### src/rtl/psf_pkg.sv
package psf_pkg;
  localparam int WORD_W  = 16;
  localparam int PAGE_W  = 4;
  localparam int OFF_W   = 6;
  localparam int CNT_W   = $clog2(WORD_W);
  // field positions in the command word
  localparam int RD_BIT  = 15;
  localparam int PG_LSB  = 11;
  localparam int OFF_LSB = 5;

  typedef enum logic {PH_CMD, PH_DATA} phase_e;

  typedef struct packed {
    logic              rd;
    logic [PAGE_W-1:0] page;
    logic [OFF_W-1:0]  off;
  } cmd_t;

  function automatic cmd_t cmd_decode(input logic [WORD_W-1:0] w);
    cmd_t c;
    c.rd   = w[RD_BIT];
    c.page = w[PG_LSB +: PAGE_W];
    c.off  = w[OFF_LSB +: OFF_W];
    return c;
  endfunction

  function automatic logic page_ok(input logic [PAGE_W-1:0] p, input int num_pages);
    return int'(p) < num_pages;
  endfunction

  function automatic logic [WORD_W-1:0] read_result(input logic fwd, input logic hit,
                                                    input logic [WORD_W-1:0] data);
    return (fwd && hit) ? data : {WORD_W{1'b1}};
  endfunction
endpackage

### src/rtl/psf_spi_rx.sv
module psf_spi_rx
  import psf_pkg::*;
#(
  parameter int SYNC_STAGES = 2
) (
  input  logic              clk,
  input  logic              rst_n,
  input  logic              sck,
  input  logic              cs_n,
  input  logic              mosi,
  output logic              word_vld,
  output logic [WORD_W-1:0] word,
  output logic              frame_abort,
  output logic              shift_en
);
  logic [SYNC_STAGES:0]   sck_p;
  logic [SYNC_STAGES-1:0] cs_p;
  logic [SYNC_STAGES-1:0] mosi_p;
  logic [WORD_W-1:0]      sh;
  logic [CNT_W-1:0]       cnt;
  logic sck_s, sck_d, cs_s, mosi_s, rise, fall;

  always_ff @(posedge clk or negedge rst_n) begin
    if (!rst_n) begin
      sck_p  <= '0;
      cs_p   <= '1;
      mosi_p <= '0;
    end else begin
      sck_p  <= {sck_p[SYNC_STAGES-1:0], sck};
      cs_p   <= {cs_p[SYNC_STAGES-2:0], cs_n};
      mosi_p <= {mosi_p[SYNC_STAGES-2:0], mosi};
    end
  end

  assign sck_s  = sck_p[SYNC_STAGES-1];
  assign sck_d  = sck_p[SYNC_STAGES];
  assign cs_s   = cs_p[SYNC_STAGES-1];
  assign mosi_s = mosi_p[SYNC_STAGES-1];
  assign rise   = sck_s & ~sck_d;
  assign fall   = ~sck_s & sck_d;
  // no shift on the falling edge that closes a word: the next word's data is loaded there
  assign shift_en = fall & ~cs_s & (cnt != '0);

  always_ff @(posedge clk or negedge rst_n) begin
    if (!rst_n) begin
      sh          <= '0;
      cnt         <= '0;
      word        <= '0;
      word_vld    <= 1'b0;
      frame_abort <= 1'b0;
    end else begin
      word_vld    <= 1'b0;
      frame_abort <= 1'b0;
      if (cs_s) begin
        if (cnt != '0) frame_abort <= 1'b1;
        cnt <= '0;
      end else if (rise) begin
        sh  <= {sh[WORD_W-2:0], mosi_s};
        cnt <= cnt + 1'b1;
        if (cnt == CNT_W'(WORD_W - 1)) begin
          word_vld <= 1'b1;
          word     <= {sh[WORD_W-2:0], mosi_s};
        end
      end
    end
  end
endmodule

### src/rtl/psf_spi_tx.sv
module psf_spi_tx
  import psf_pkg::*;
(
  input  logic              clk,
  input  logic              rst_n,
  input  logic              load,
  input  logic [WORD_W-1:0] load_data,
  input  logic              shift_en,
  output logic              miso
);
  logic [WORD_W-1:0] sh;

  always_ff @(posedge clk or negedge rst_n) begin
    if (!rst_n)        sh <= '0;
    else if (load)     sh <= load_data;
    else if (shift_en) sh <= {sh[WORD_W-2:0], 1'b0};
  end

  assign miso = sh[WORD_W-1];
endmodule

### src/rtl/psf_cmd_engine.sv
module psf_cmd_engine
  import psf_pkg::*;
#(
  parameter int              NUM_PAGES = 3,
  parameter int              CTRL_PAGE = 1,
  parameter int              RST_OFF   = 4,
  parameter logic [WORD_W-1:0] RST_KEY = 16'hBB00
) (
  input  logic              clk,
  input  logic              rst_n,
  input  logic              word_vld,
  input  logic [WORD_W-1:0] word,
  input  logic              frame_abort,
  input  logic [WORD_W-1:0] reg_rdata,
  input  logic              reg_rhit,
  output logic [PAGE_W-1:0] reg_page,
  output logic [OFF_W-1:0]  reg_offset,
  output logic              reg_rd,
  output logic              reg_wr,
  output logic [WORD_W-1:0] reg_wdata,
  output logic              dev_reset,
  output logic              err_overrun,
  output logic              err_page,
  output logic              tx_load,
  output logic [WORD_W-1:0] tx_data
);
  phase_e phase;
  logic   pend_rd;
  logic   rd_s1, rd_s2, fwd_s1, fwd_s2, zero_ld;
  cmd_t   cmd;
  logic   in_cmd, want_rd, want_wr, page_bad, is_rst, rd_fwd, wr_fwd;

  assign cmd      = cmd_decode(word);
  assign in_cmd   = (phase == PH_CMD);
  assign want_rd  = word_vld && ((in_cmd && word == '0) || (!in_cmd && pend_rd));
  assign want_wr  = word_vld && !in_cmd && !pend_rd;
  assign page_bad = !page_ok(reg_page, NUM_PAGES);
  assign is_rst   = (int'(reg_page) == CTRL_PAGE) && (int'(reg_offset) == RST_OFF);
  assign rd_fwd   = want_rd && !page_bad && !is_rst;
  assign wr_fwd   = want_wr && !page_bad && !is_rst;

  always_ff @(posedge clk or negedge rst_n) begin
    if (!rst_n) begin
      phase       <= PH_CMD;
      pend_rd     <= 1'b0;
      reg_page    <= '0;
      reg_offset  <= '0;
      reg_rd      <= 1'b0;
      reg_wr      <= 1'b0;
      reg_wdata   <= '0;
      dev_reset   <= 1'b0;
      err_overrun <= 1'b0;
      err_page    <= 1'b0;
      rd_s1       <= 1'b0;
      rd_s2       <= 1'b0;
      fwd_s1      <= 1'b0;
      fwd_s2      <= 1'b0;
      zero_ld     <= 1'b0;
    end else begin
      reg_rd      <= rd_fwd;
      reg_wr      <= wr_fwd;
      dev_reset   <= want_wr && is_rst && (word == RST_KEY);
      err_page    <= (want_rd || want_wr) && page_bad;
      err_overrun <= word_vld && !in_cmd && pend_rd && (word != '0);
      rd_s1       <= want_rd;
      fwd_s1      <= rd_fwd;
      rd_s2       <= rd_s1;
      fwd_s2      <= fwd_s1;
      zero_ld     <= (word_vld && !want_rd) || frame_abort;
      if (wr_fwd) reg_wdata <= word;
      // the bank samples the offset with reg_rd; step it on that same edge
      if (rd_s1) reg_offset <= reg_offset + 1'b1;
      if (frame_abort) begin
        phase <= PH_CMD;
      end else if (word_vld) begin
        if (in_cmd && word != '0) begin
          pend_rd    <= cmd.rd;
          reg_page   <= cmd.page;
          reg_offset <= cmd.off;
          phase      <= PH_DATA;
        end else begin
          phase <= PH_CMD;
        end
      end
    end
  end

  assign tx_load = rd_s2 || zero_ld;
  assign tx_data = rd_s2 ? read_result(fwd_s2, reg_rhit, reg_rdata) : '0;
endmodule

### src/rtl/paged_spi_frontend.sv
module paged_spi_frontend
  import psf_pkg::*;
#(
  parameter int                NUM_PAGES   = 3,
  parameter int                CTRL_PAGE   = 1,
  parameter int                RST_OFF     = 4,
  parameter logic [WORD_W-1:0] RST_KEY     = 16'hBB00,
  parameter int                SYNC_STAGES = 2
) (
  input  logic              clk,
  input  logic              rst_n,
  input  logic              spi_sck,
  input  logic              spi_cs_n,
  input  logic              spi_mosi,
  output logic              spi_miso,
  output logic [PAGE_W-1:0] reg_page,
  output logic [OFF_W-1:0]  reg_offset,
  output logic              reg_rd,
  output logic              reg_wr,
  output logic [WORD_W-1:0] reg_wdata,
  input  logic [WORD_W-1:0] reg_rdata,
  input  logic              reg_rhit,
  output logic              dev_reset,
  output logic              err_overrun,
  output logic              err_page,
  output logic              err_frame
);
  // internal events, named for the checker
  logic              word_vld;
  logic [WORD_W-1:0] word;
  logic              frame_abort;
  logic              shift_en;
  logic              tx_load;
  logic [WORD_W-1:0] tx_data;

  psf_spi_rx #(.SYNC_STAGES(SYNC_STAGES)) u_rx (
    .clk(clk), .rst_n(rst_n), .sck(spi_sck), .cs_n(spi_cs_n), .mosi(spi_mosi),
    .word_vld(word_vld), .word(word), .frame_abort(frame_abort), .shift_en(shift_en)
  );

  psf_cmd_engine #(
    .NUM_PAGES(NUM_PAGES), .CTRL_PAGE(CTRL_PAGE), .RST_OFF(RST_OFF), .RST_KEY(RST_KEY)
  ) u_eng (
    .clk(clk), .rst_n(rst_n), .word_vld(word_vld), .word(word), .frame_abort(frame_abort),
    .reg_rdata(reg_rdata), .reg_rhit(reg_rhit), .reg_page(reg_page), .reg_offset(reg_offset),
    .reg_rd(reg_rd), .reg_wr(reg_wr), .reg_wdata(reg_wdata), .dev_reset(dev_reset),
    .err_overrun(err_overrun), .err_page(err_page), .tx_load(tx_load), .tx_data(tx_data)
  );

  psf_spi_tx u_tx (
    .clk(clk), .rst_n(rst_n), .load(tx_load), .load_data(tx_data),
    .shift_en(shift_en), .miso(spi_miso)
  );

  assign err_frame = frame_abort;
endmodule

### config.mk
export PLATFORM = sky130hd
export DESIGN_NAME = paged_spi_frontend
export DESIGN_NICKNAME = d
export VERILOG_FILES = /design/src/rtl/psf_pkg.sv /design/src/rtl/psf_spi_rx.sv /design/src/rtl/psf_spi_tx.sv /design/src/rtl/psf_cmd_engine.sv /design/src/rtl/paged_spi_frontend.sv
export SDC_FILE = /design/constraint.sdc
export NUM_CORES = 1
export LEC_CHECK = 0
export ABC_AREA = 1
export BUFFER_PORTS_ARGS = -buffer_cell sky130_fd_sc_hd__clkbuf_2
export CAP_MARGIN = 10
export CORE_ASPECT_RATIO = 1.1
export CORE_MARGIN = 3
export CORE_UTILIZATION = 56
export CTS_BUF_LIST = sky130_fd_sc_hd__clkbuf_8 sky130_fd_sc_hd__clkbuf_16
export CTS_CLUSTER_SIZE = 12
export DETAILED_ROUTE_END_ITERATION = 8
export GPL_TIMING_DRIVEN = 0
export HOLD_SLACK_MARGIN = 0.12
export PLACE_DENSITY = 0.83
export SYNTH_ARGS = -nofsm -noshare
export SYNTH_HDL_FRONTEND = slang
export SYNTH_SLANG_ARGS = --single-unit
export TNS_END_PERCENT = 1
### constraint.sdc
create_clock -name clk -period 1.7 [get_ports clk]
set_input_delay 0.34 -clock clk [delete_from_list [all_inputs] [get_ports clk]]
set_output_delay 0.34 -clock clk [all_outputs]
set_load 0.01 [all_outputs]
==> results_tabular.tex, run 1 <==
\begin{tabular}{lr}
\hline
Metric & Value \\
\hline
\multicolumn{2}{l}{\textbf{Logic synthesis}} \\
Main synth FF type & sky130\_fd\_sc\_hd\_\_dfrtp\_1 \\
Synthesized instance count & 455 \\
Async set or reset register ratio after synthesis & 100\% \\
Commonest cells in the synthesized netlist & sky130\_fd\_sc\_hd\_\_nand2\_1, sky130\_fd\_sc\_hd\_\_dfrtp\_1, sky130\_fd\_sc\_hd\_\_o21ai\_0 \\
Portion of the post-synthesis area used by sequential elements & 59.2\% \\
Average cell area after synthesis & 9.03 um\^{}2 \\
Total of flip-flops plus latches after synthesis & 97 \\
Netlist cell types & 29 \\
Number of warnings printed during yosys synthesis & 0 \\
Fraction of post-synthesis cell area in the top cell type by area & 57.9\% \\
Ranking of synthesized cells by area & sky130\_fd\_sc\_hd\_\_dfrtp\_1, sky130\_fd\_sc\_hd\_\_nand2\_1, sky130\_fd\_sc\_hd\_\_o21ai\_0 \\
Dominant cell type by area after synthesis & sky130\_fd\_sc\_hd\_\_dfrtp\_1 \\
Synthesized net count & 481 \\
EDFF count, synth & 0 \\
Library cell with the highest instance count after synthesis & sky130\_fd\_sc\_hd\_\_nand2\_1 \\
Total standard cell area after synthesis & 0.00411 mm\^{}2 \\
\multicolumn{2}{l}{\textbf{Critical path}} \\
Critical Path RT & 2.00 ns \\
Critical path type & register to register \\
Register-to-Register Path Depth & 10 \\
Cell type of the slowest stage on the worst timing path & sky130\_fd\_sc\_hd\_\_dfrtp\_1 \\
Cell family contributing the most delay on the critical path & buffers and inverters \\
Reg-to-reg startpoint & u\_eng.reg\_offset[0]\$\_DFF\_PN0\_ \\
Crit path cell chain & inv\_1 > ha\_1 > inv\_1 > nor2\_1 > nand4\_1 > nand2\_1 > buf\_6 > buf\_6 > nand2\_1 > nand2\_1 \\
Critical path launch point type & register \\
Highest fanout seen on the critical path & 10 \\
Critical path capture point type & register \\
Longest individual stage delay on the worst path & 0.44 ns \\
Reg2reg end & u\_eng.reg\_wdata[4]\$\_DFFE\_PN0P\_ \\
Setup slack of the worst register-to-register path & 0.15 ns \\
Most used cell along the critical path & sky130\_fd\_sc\_hd\_\_nand2\_1 \\
Worst path arrival time & 1.85 ns \\
Number of buffer and inverter stages on the critical path & 4 \\
\multicolumn{2}{l}{\textbf{Drt}} \\
Via count & 3,224 \\
DR vias/cell & 5.24 \\
Iteration count of the initial detailed-routing pass & 4 \\
Routed wirelength normalized by instance count & 13.6 um \\
Remaining antenna violation count & 0 \\
Number of design rule violations left after detail routing & 0 \\
DRT iter0 DRCs & 211 \\
Overall routed net length & 8.34 mm \\
\multicolumn{2}{l}{\textbf{Worst hold path}} \\
Hold Path Sink & u\_tx.sh[0]\$\_DFFE\_PN0P\_ \\
Hold WC Path Type & input port to register \\
Cell depth of the worst hold path & 3 \\
Startpoint of the worst hold path & reg\_rdata[0] \\
\multicolumn{2}{l}{\textbf{Clock tree}} \\
Clock tree from TritonCTS & yes \\
H-Tree Depth & 3 \\
Num CTS Buffers & 9 \\
Clock edge transition at the registers on the reported setup and hold paths & 0.09 ns \\
Cells resized by post-CTS repair & 0 \\
Clk Tree Root Cell & sky130\_fd\_sc\_hd\_\_clkbuf\_8 \\
Setup repair bufs after CTS & 0 \\
Clock latency on the worst-skew pair & 0.36 ns \\
Buffer levels on the longest clock path & 2 \\
Count of clock tree sinks & 97 \\
\multicolumn{2}{l}{\textbf{Place}} \\
Port-buffer cells & 54 \\
Gpl congestion & 0.827 \\
Placement Cell Area & 0.00451 mm\^{}2 \\
Detail Placement HPWL & 5.97 mm \\
\multicolumn{2}{l}{\textbf{Global route}} \\
Number of antenna violations at the first check in global routing & 0 \\
Via count of the first global-routing pass & 3,163 \\
Total Routing Usage GR & 21.5\% \\
First-pass GRT wire length & 14.2 mm \\
Remaining global-route overflow & 0 \\
Maximum number of pins on one net before global-route repair & 69 \\
\multicolumn{2}{l}{\textbf{Timing}} \\
Ratio of final minimum period to clock period & 91.3\% \\
Worst hold slack after final layout & 0.258 ns \\
Achievable clock frequency & 645 MHz \\
Tightest Pin Transition & 0.438 ns \\
Max Transition Viols Final & 0 \\
Final hold viol count & 0 \\
Clk\_skew & 0.0100 ns \\
Unrepaired setup endpoints after global routing & false \\
Final setup violation count & 0 \\
Crit path time final & 1.55 ns \\
Slew margin rel. & 70.8\% \\
\multicolumn{2}{l}{\textbf{Power}} \\
Power density cells & 941 mW/mm\^{}2 \\
Max VDD drop & 0.503 mV \\
LEAKAGE & 2.36 nW \\
Total power draw & 4.50 mW \\
\multicolumn{2}{l}{\textbf{Floorplanning}} \\
Core Area & 0.00709 mm\^{}2 \\
Number of rows in the core area & 32 \\
Die outline area & 0.00840 mm\^{}2 \\
Width of the die & 87.6 um \\
Number of I/O pins & 55 \\
Initial cell density of the core & 57.9\% \\
Die span in y & 95.8 um \\
\multicolumn{2}{l}{\textbf{Layout}} \\
Finished layout cell area & 0.00478 mm\^{}2 \\
Number of diodes added for antenna fixing & 0 \\
Layout area overhead & 16.4\% \\
Ratio of cells with drive above 1 in the final layout & 19.8\% \\
Final net count & 551 \\
\multicolumn{2}{l}{\textbf{Run status}} \\
Outcome & finished, final reports clean \\
\multicolumn{2}{l}{\textbf{Job}} \\
Max\_cap viols & 0 \\
\hline
\end{tabular}
[flip-flops by register name, summed over array words and instances (netlist names), 2 cells and up]
name and flops:
u_rx.word 16, u_eng.reg_wdata 16, u_rx.mosi_p 2, u_rx.cs_p 2
u_tx.sh 16, u_rx.cnt 4, u_rx.sh 15, u_eng.reg_offset 6
u_eng.reg_page 4, u_rx.sck_p 3
[worst max-delay path by stage]
| stage | start | to | slack (ns) | cells after the start |
|---|---|---|---|---|
| after detailed placement | u_eng.reg_offset[0]$_DFF_PN0_ | u_eng.reg_wdata[4]$_DFFE_PN0P_ | 0.17 | 10 |
| final | u_eng.reg_offset[0]$_DFF_PN0_ | u_eng.reg_wdata[4]$_DFFE_PN0P_ | 0.15 | 10 |
| after floorplan | u_eng.reg_offset[0]$_DFF_PN0_ | u_eng.reg_wdata[1]$_DFFE_PN0P_ | 0.33 | 10 |
| after global placement | rst_n | u_rx.sck_p[0]$_DFF_PN0_ | -0.80 | 1 |
| after CTS | u_eng.reg_offset[0]$_DFF_PN0_ | u_eng.reg_wdata[4]$_DFFE_PN0P_ | 0.16 | 10 |
| after global routing | u_rx.cnt[0]$_DFFE_PN0P_ | u_tx.sh[13]$_DFFE_PN0P_ | 0.02 | 8 |
[where the power goes]
part / internal (mW) / total, mW / switching (mW)
registers: 2.45 / 2.52 / 0.0618
logic: 0.132 / 0.371 / 0.238
clock network: 0.843 / 1.61 / 0.767
[placed cells by master, fill, tap and decap left out, types with 2 or more instances in the layout]
cell / count
sky130_fd_sc_hd__inv_2: 4
sky130_fd_sc_hd__nand4_1: 8
sky130_fd_sc_hd__clkbuf_2: 55
sky130_fd_sc_hd__buf_2: 9
sky130_fd_sc_hd__nand2_1: 106
sky130_fd_sc_hd__o21ai_0: 74
sky130_fd_sc_hd__o21ai_1: 23
sky130_fd_sc_hd__buf_6: 2
sky130_fd_sc_hd__o21ai_2: 6
sky130_fd_sc_hd__nand3_1: 8
sky130_fd_sc_hd__nor3_1: 4
sky130_fd_sc_hd__xor2_1: 5
sky130_fd_sc_hd__nor2_4: 2
sky130_fd_sc_hd__nor2_2: 2
sky130_fd_sc_hd__inv_1: 63
sky130_fd_sc_hd__clkbuf_1: 2
sky130_fd_sc_hd__clkbuf_8: 13
sky130_fd_sc_hd__buf_4: 2
sky130_fd_sc_hd__dfstp_2: 2
sky130_fd_sc_hd__dfrtp_1: 95
sky130_fd_sc_hd__dlygate4sd3_1: 4
sky130_fd_sc_hd__nor2_1: 24
sky130_fd_sc_hd__ha_1: 4
[layer usage]
metal | wire (um) | vias to the layer above | global-route usage [%]
li1 | - | 1587 | -
met1 | 3660 | 1557 | 27.8
met2 | 4230 | 65 | 36.2
met3 | 289 | 15 | 3.34
met4 | 160 | 0 | 8.70
met5 | 0 | - | 0
[stage by stage]
step	TNS, ns	util (%)	instances	worst slack [ns]
final	0	67.4	615	0.149
after global routing	0	67.4	615	0.0153
after CTS	0	67.4	615	0.155
after detailed placement	0	63.7	595	0.175
after global placement	-76.32	63.3	594	-0.803
after floorplan	0	-	455	0.328
[logic make-up after synthesis]
family / after synthesis / share of synthesized area (%)
fa+ha+maj: 4 / 1.22
flops: 97 / 59.2
simple gates: 158 / 16.2
compound gates: 107 / 13.8
buf+inv: 84 / 8.56
xor+xnor: 5 / 1.07
[worst register-to-register path: stages, from the launching register on]
cell and delay (ns):
sky130_fd_sc_hd__dfrtp_1 0.44, sky130_fd_sc_hd__inv_1 0.08, sky130_fd_sc_hd__ha_1 0.15, sky130_fd_sc_hd__inv_1 0.05, sky130_fd_sc_hd__nor2_1 0.10, sky130_fd_sc_hd__nand4_1 0.08, sky130_fd_sc_hd__nand2_1 0.11, sky130_fd_sc_hd__buf_6 0.16
sky130_fd_sc_hd__buf_6 0.18, sky130_fd_sc_hd__nand2_1 0.07, sky130_fd_sc_hd__nand2_1 0.06
[timing repair]
action	CTS	global route
hold buffers	4	0
setup endpoints to repair	0	0
endpoints found under the hold margin	32	0
[cell type report]
class | count | area [um^2]
plain buffers | 17 | 100
clock buffers | 13 | 179
clock inverters | 3 | 46.3
fillers | 550 | 2310
inverters | 67 | 251
multi-input cells | 274 | 1330
flip-flops and latches | 97 | 2430
well taps | 85 | 106
repair buffers | 59 | 340
Note: power is estimated with default switching activity, not from simulation.
==> run 2, diff against run 1 <==
--- a/config.mk
+++ b/config.mk
@@ -17,6 +17,7 @@
 export GPL_TIMING_DRIVEN = 0
 export HOLD_SLACK_MARGIN = 0.12
 export PLACE_DENSITY = 0.83
+export RECOVER_POWER = 25
 export SYNTH_ARGS = -nofsm -noshare
 export SYNTH_HDL_FRONTEND = slang
 export SYNTH_SLANG_ARGS = --single-unit
==> results_tabular.tex, run 2 (synthesis results as in run 1) <==
\begin{tabular}{lr}
\hline
Metric & Value \\
\hline
\multicolumn{2}{l}{\textbf{Timing}} \\
Achievable clock frequency & 639 MHz \\
Worst hold slack after final layout & 0.256 ns \\
Final setup violation count & 0 \\
Final hold viol count & 0 \\
Worst Slack Setup Final & 0.135 ns \\
Tightest Pin Transition & 0.786 ns \\
Unrepaired setup endpoints after global routing & false \\
Total negative slack for setup checks & 0 ns \\
Slew margin rel. & 47.6\% \\
Crit path time final & 1.57 ns \\
Ratio of final minimum period to clock period & 92.1\% \\
Max Transition Viols Final & 0 \\
Clk\_skew & 0.00960 ns \\
\multicolumn{2}{l}{\textbf{Power}} \\
Internal power component & 3.43 mW \\
Portion of total power attributed to the clock network & 35.8\% \\
Max VDD drop & 0.502 mV \\
Portion of total power attributed to combinational logic & 8.2\% \\
Power density cells & 943 mW/mm\^{}2 \\
LEAKAGE & 2.34 nW \\
Total power draw & 4.50 mW \\
Proportion of power drawn by flip-flops and latches & 56.0\% \\
Switching power & 1.07 mW \\
Net switching share of the total power & 23.7\% \\
\multicolumn{2}{l}{\textbf{Floorplanning}} \\
Initial cell density of the core & 57.9\% \\
Number of I/O pins & 55 \\
Number of rows in the core area & 32 \\
Die span in y & 95.8 um \\
Width of the die & 87.6 um \\
Core Area & 0.00709 mm\^{}2 \\
Die outline area & 0.00840 mm\^{}2 \\
\multicolumn{2}{l}{\textbf{Layout}} \\
Number of diodes added for antenna fixing & 0 \\
Non-Filler Instances & 615 \\
Leading cell type in the layout, fill and taps excluded & sky130\_fd\_sc\_hd\_\_nand2\_1 \\
Final Util & 67.2\% \\
Commonest cells after routing, fill and taps aside & sky130\_fd\_sc\_hd\_\_nand2\_1, sky130\_fd\_sc\_hd\_\_dfrtp\_1, sky130\_fd\_sc\_hd\_\_o21ai\_0 \\
Ratio of cells with drive above 1 in the final layout & 18.5\% \\
Layout area overhead & 16.1\% \\
Final net count & 551 \\
Filler cell count in the final layout & 557 \\
Finished layout cell area & 0.00477 mm\^{}2 \\
Registers with the most flip-flops & u\_eng.reg\_wdata: 16 flops, u\_rx.word: 16 flops, u\_tx.sh: 16 flops \\
\multicolumn{2}{l}{\textbf{Clock tree}} \\
Count of clock tree sinks & 97 \\
Setup repair bufs after CTS & 0 \\
H-Tree Depth & 3 \\
Clk Tree Root Cell & sky130\_fd\_sc\_hd\_\_clkbuf\_8 \\
Num CTS Buffers & 9 \\
Hold buffers post-CTS & 4 \\
Clock tree from TritonCTS & yes \\
Buffer levels on the longest clock path & 2 \\
Clock edge transition at the registers on the reported setup and hold paths & 0.09 ns \\
Cells resized by post-CTS repair & 0 \\
Clock latency on the worst-skew pair & 0.36 ns \\
\multicolumn{2}{l}{\textbf{Place}} \\
Detail Placement HPWL & 5.97 mm \\
Placement Setup Slack & 0.175 ns \\
Port-buffer cells & 54 \\
Gpl congestion & 0.827 \\
Instance count after placement with tap cells included & 595 \\
Placement Cell Area & 0.00451 mm\^{}2 \\
\multicolumn{2}{l}{\textbf{Critical path}} \\
Critical Path RT & 2.00 ns \\
Cell family contributing the most delay on the critical path & buffers and inverters \\
Register-to-Register Path Depth & 10 \\
Worst path arrival time & 1.86 ns \\
Most used cell along the critical path & sky130\_fd\_sc\_hd\_\_nand2\_1 \\
Critical path capture point type & register \\
Critical path launch point type & register \\
Number of buffer and inverter stages on the critical path & 4 \\
Cell type of the slowest stage on the worst timing path & sky130\_fd\_sc\_hd\_\_dfrtp\_1 \\
Highest fanout seen on the critical path & 10 \\
Crit path cell chain & inv\_1 > ha\_1 > inv\_1 > nor2\_1 > nand4\_1 > nand2\_1 > buf\_6 > buf\_6 > nand2\_1 > nand2\_1 \\
Total stage count of the critical path & 10 \\
Critical path type & register to register \\
Longest individual stage delay on the worst path & 0.44 ns \\
\multicolumn{2}{l}{\textbf{Worst hold path}} \\
Hold WC Path Type & input port to register \\
Cell depth of the worst hold path & 3 \\
\multicolumn{2}{l}{\textbf{Run status}} \\
Outcome & finished, final reports clean \\
\multicolumn{2}{l}{\textbf{Drt}} \\
Remaining antenna violation count & 0 \\
Number of design rule violations left after detail routing & 0 \\
DRT iter0 DRCs & 206 \\
Overall routed net length & 8.33 mm \\
Iteration count of the initial detailed-routing pass & 4 \\
DR vias/cell & 5.23 \\
Via count & 3,215 \\
Routed wirelength normalized by instance count & 13.5 um \\
\multicolumn{2}{l}{\textbf{Job}} \\
Max\_cap viols & 0 \\
\multicolumn{2}{l}{\textbf{Global route}} \\
Number of antenna violations at the first check in global routing & 0 \\
Via count of the first global-routing pass & 3,163 \\
Total Routing Usage GR & 21.5\% \\
Maximum number of pins on one net before global-route repair & 69 \\
First-pass GRT wire length & 14.2 mm \\
Remaining global-route overflow & 0 \\
\hline
\end{tabular}
==> run 2: cell types whose count changed in the layout (fill, tap and decap cells not counted) <==
cell / previous run / this run
sky130_fd_sc_hd__clkbuf_1: 2 / 8
sky130_fd_sc_hd__clkbuf_2: 55 / 50
sky130_fd_sc_hd__clkbuf_4: 1 / 0
sky130_fd_sc_hd__or2_0: 0 / 1
sky130_fd_sc_hd__or2_4: 1 / 0
==> run 2: power by group through the flow <==
stage               Combinational (mW)  Clock (mW)  Sequential (mW)
global placement                 0.339           0             2.55
global route                     0.434        1.72             2.53
floorplan                        0.208           0             2.55
finish                           0.369        1.61             2.52
detailed placement               0.362           0             2.56
CTS                              0.376        1.64             2.51
==> run 2: area by class of cell <==
class	count	area, um^2	share of cell area, %
plain buffers	17	100	2.10
clock buffers	13	179	3.75
clock inverters	3	46.3	0.971
inverters	67	251	5.28
multi-input cells	274	1320	27.8
flip-flops and latches	97	2430	51.0
well taps	85	106	2.23
repair buffers	59	330	6.93
==> run 2: tightest hold or removal path, stage by stage <==
cell,delay (ns)
sky130_fd_sc_hd__clkbuf_2,0.08
sky130_fd_sc_hd__o21ai_0,0.09
sky130_fd_sc_hd__o21ai_1,0.08
==> run 2: routing by layer <==
metal,GRT usage [%],vias up,routed length [um]
li1,-,1587,-
met1,27.8,1538,3630
met2,36.2,74,4200
met3,3.34,16,325
met4,8.70,0,170
met5,0,-,0
==> run 2: worst paths after layout <==
| path | startpoint | endpoint | slack, ns |
|---|---|---|---|
| worst max register to register | u_eng.reg_offset[0]$_DFF_PN0_ | u_eng.reg_wdata[4]$_DFFE_PN0P_ | 0.13 |
| min in group asynchronous | rst_n | u_eng.reg_offset[2]$_DFF_PN0_ | 0.59 |
| max in group asynchronous | rst_n | u_rx.cs_p[1]$_DFF_PN1_ | 0.28 |
| worst min-delay path | reg_rdata[0] | u_tx.sh[0]$_DFFE_PN0P_ | 0.26 |
| worst min register to register | u_rx.mosi_p[0]$_DFF_PN0_ | u_rx.mosi_p[1]$_DFF_PN0_ | 0.36 |
| worst max-delay path | u_eng.reg_offset[0]$_DFF_PN0_ | u_eng.reg_wdata[4]$_DFFE_PN0P_ | 0.13 |
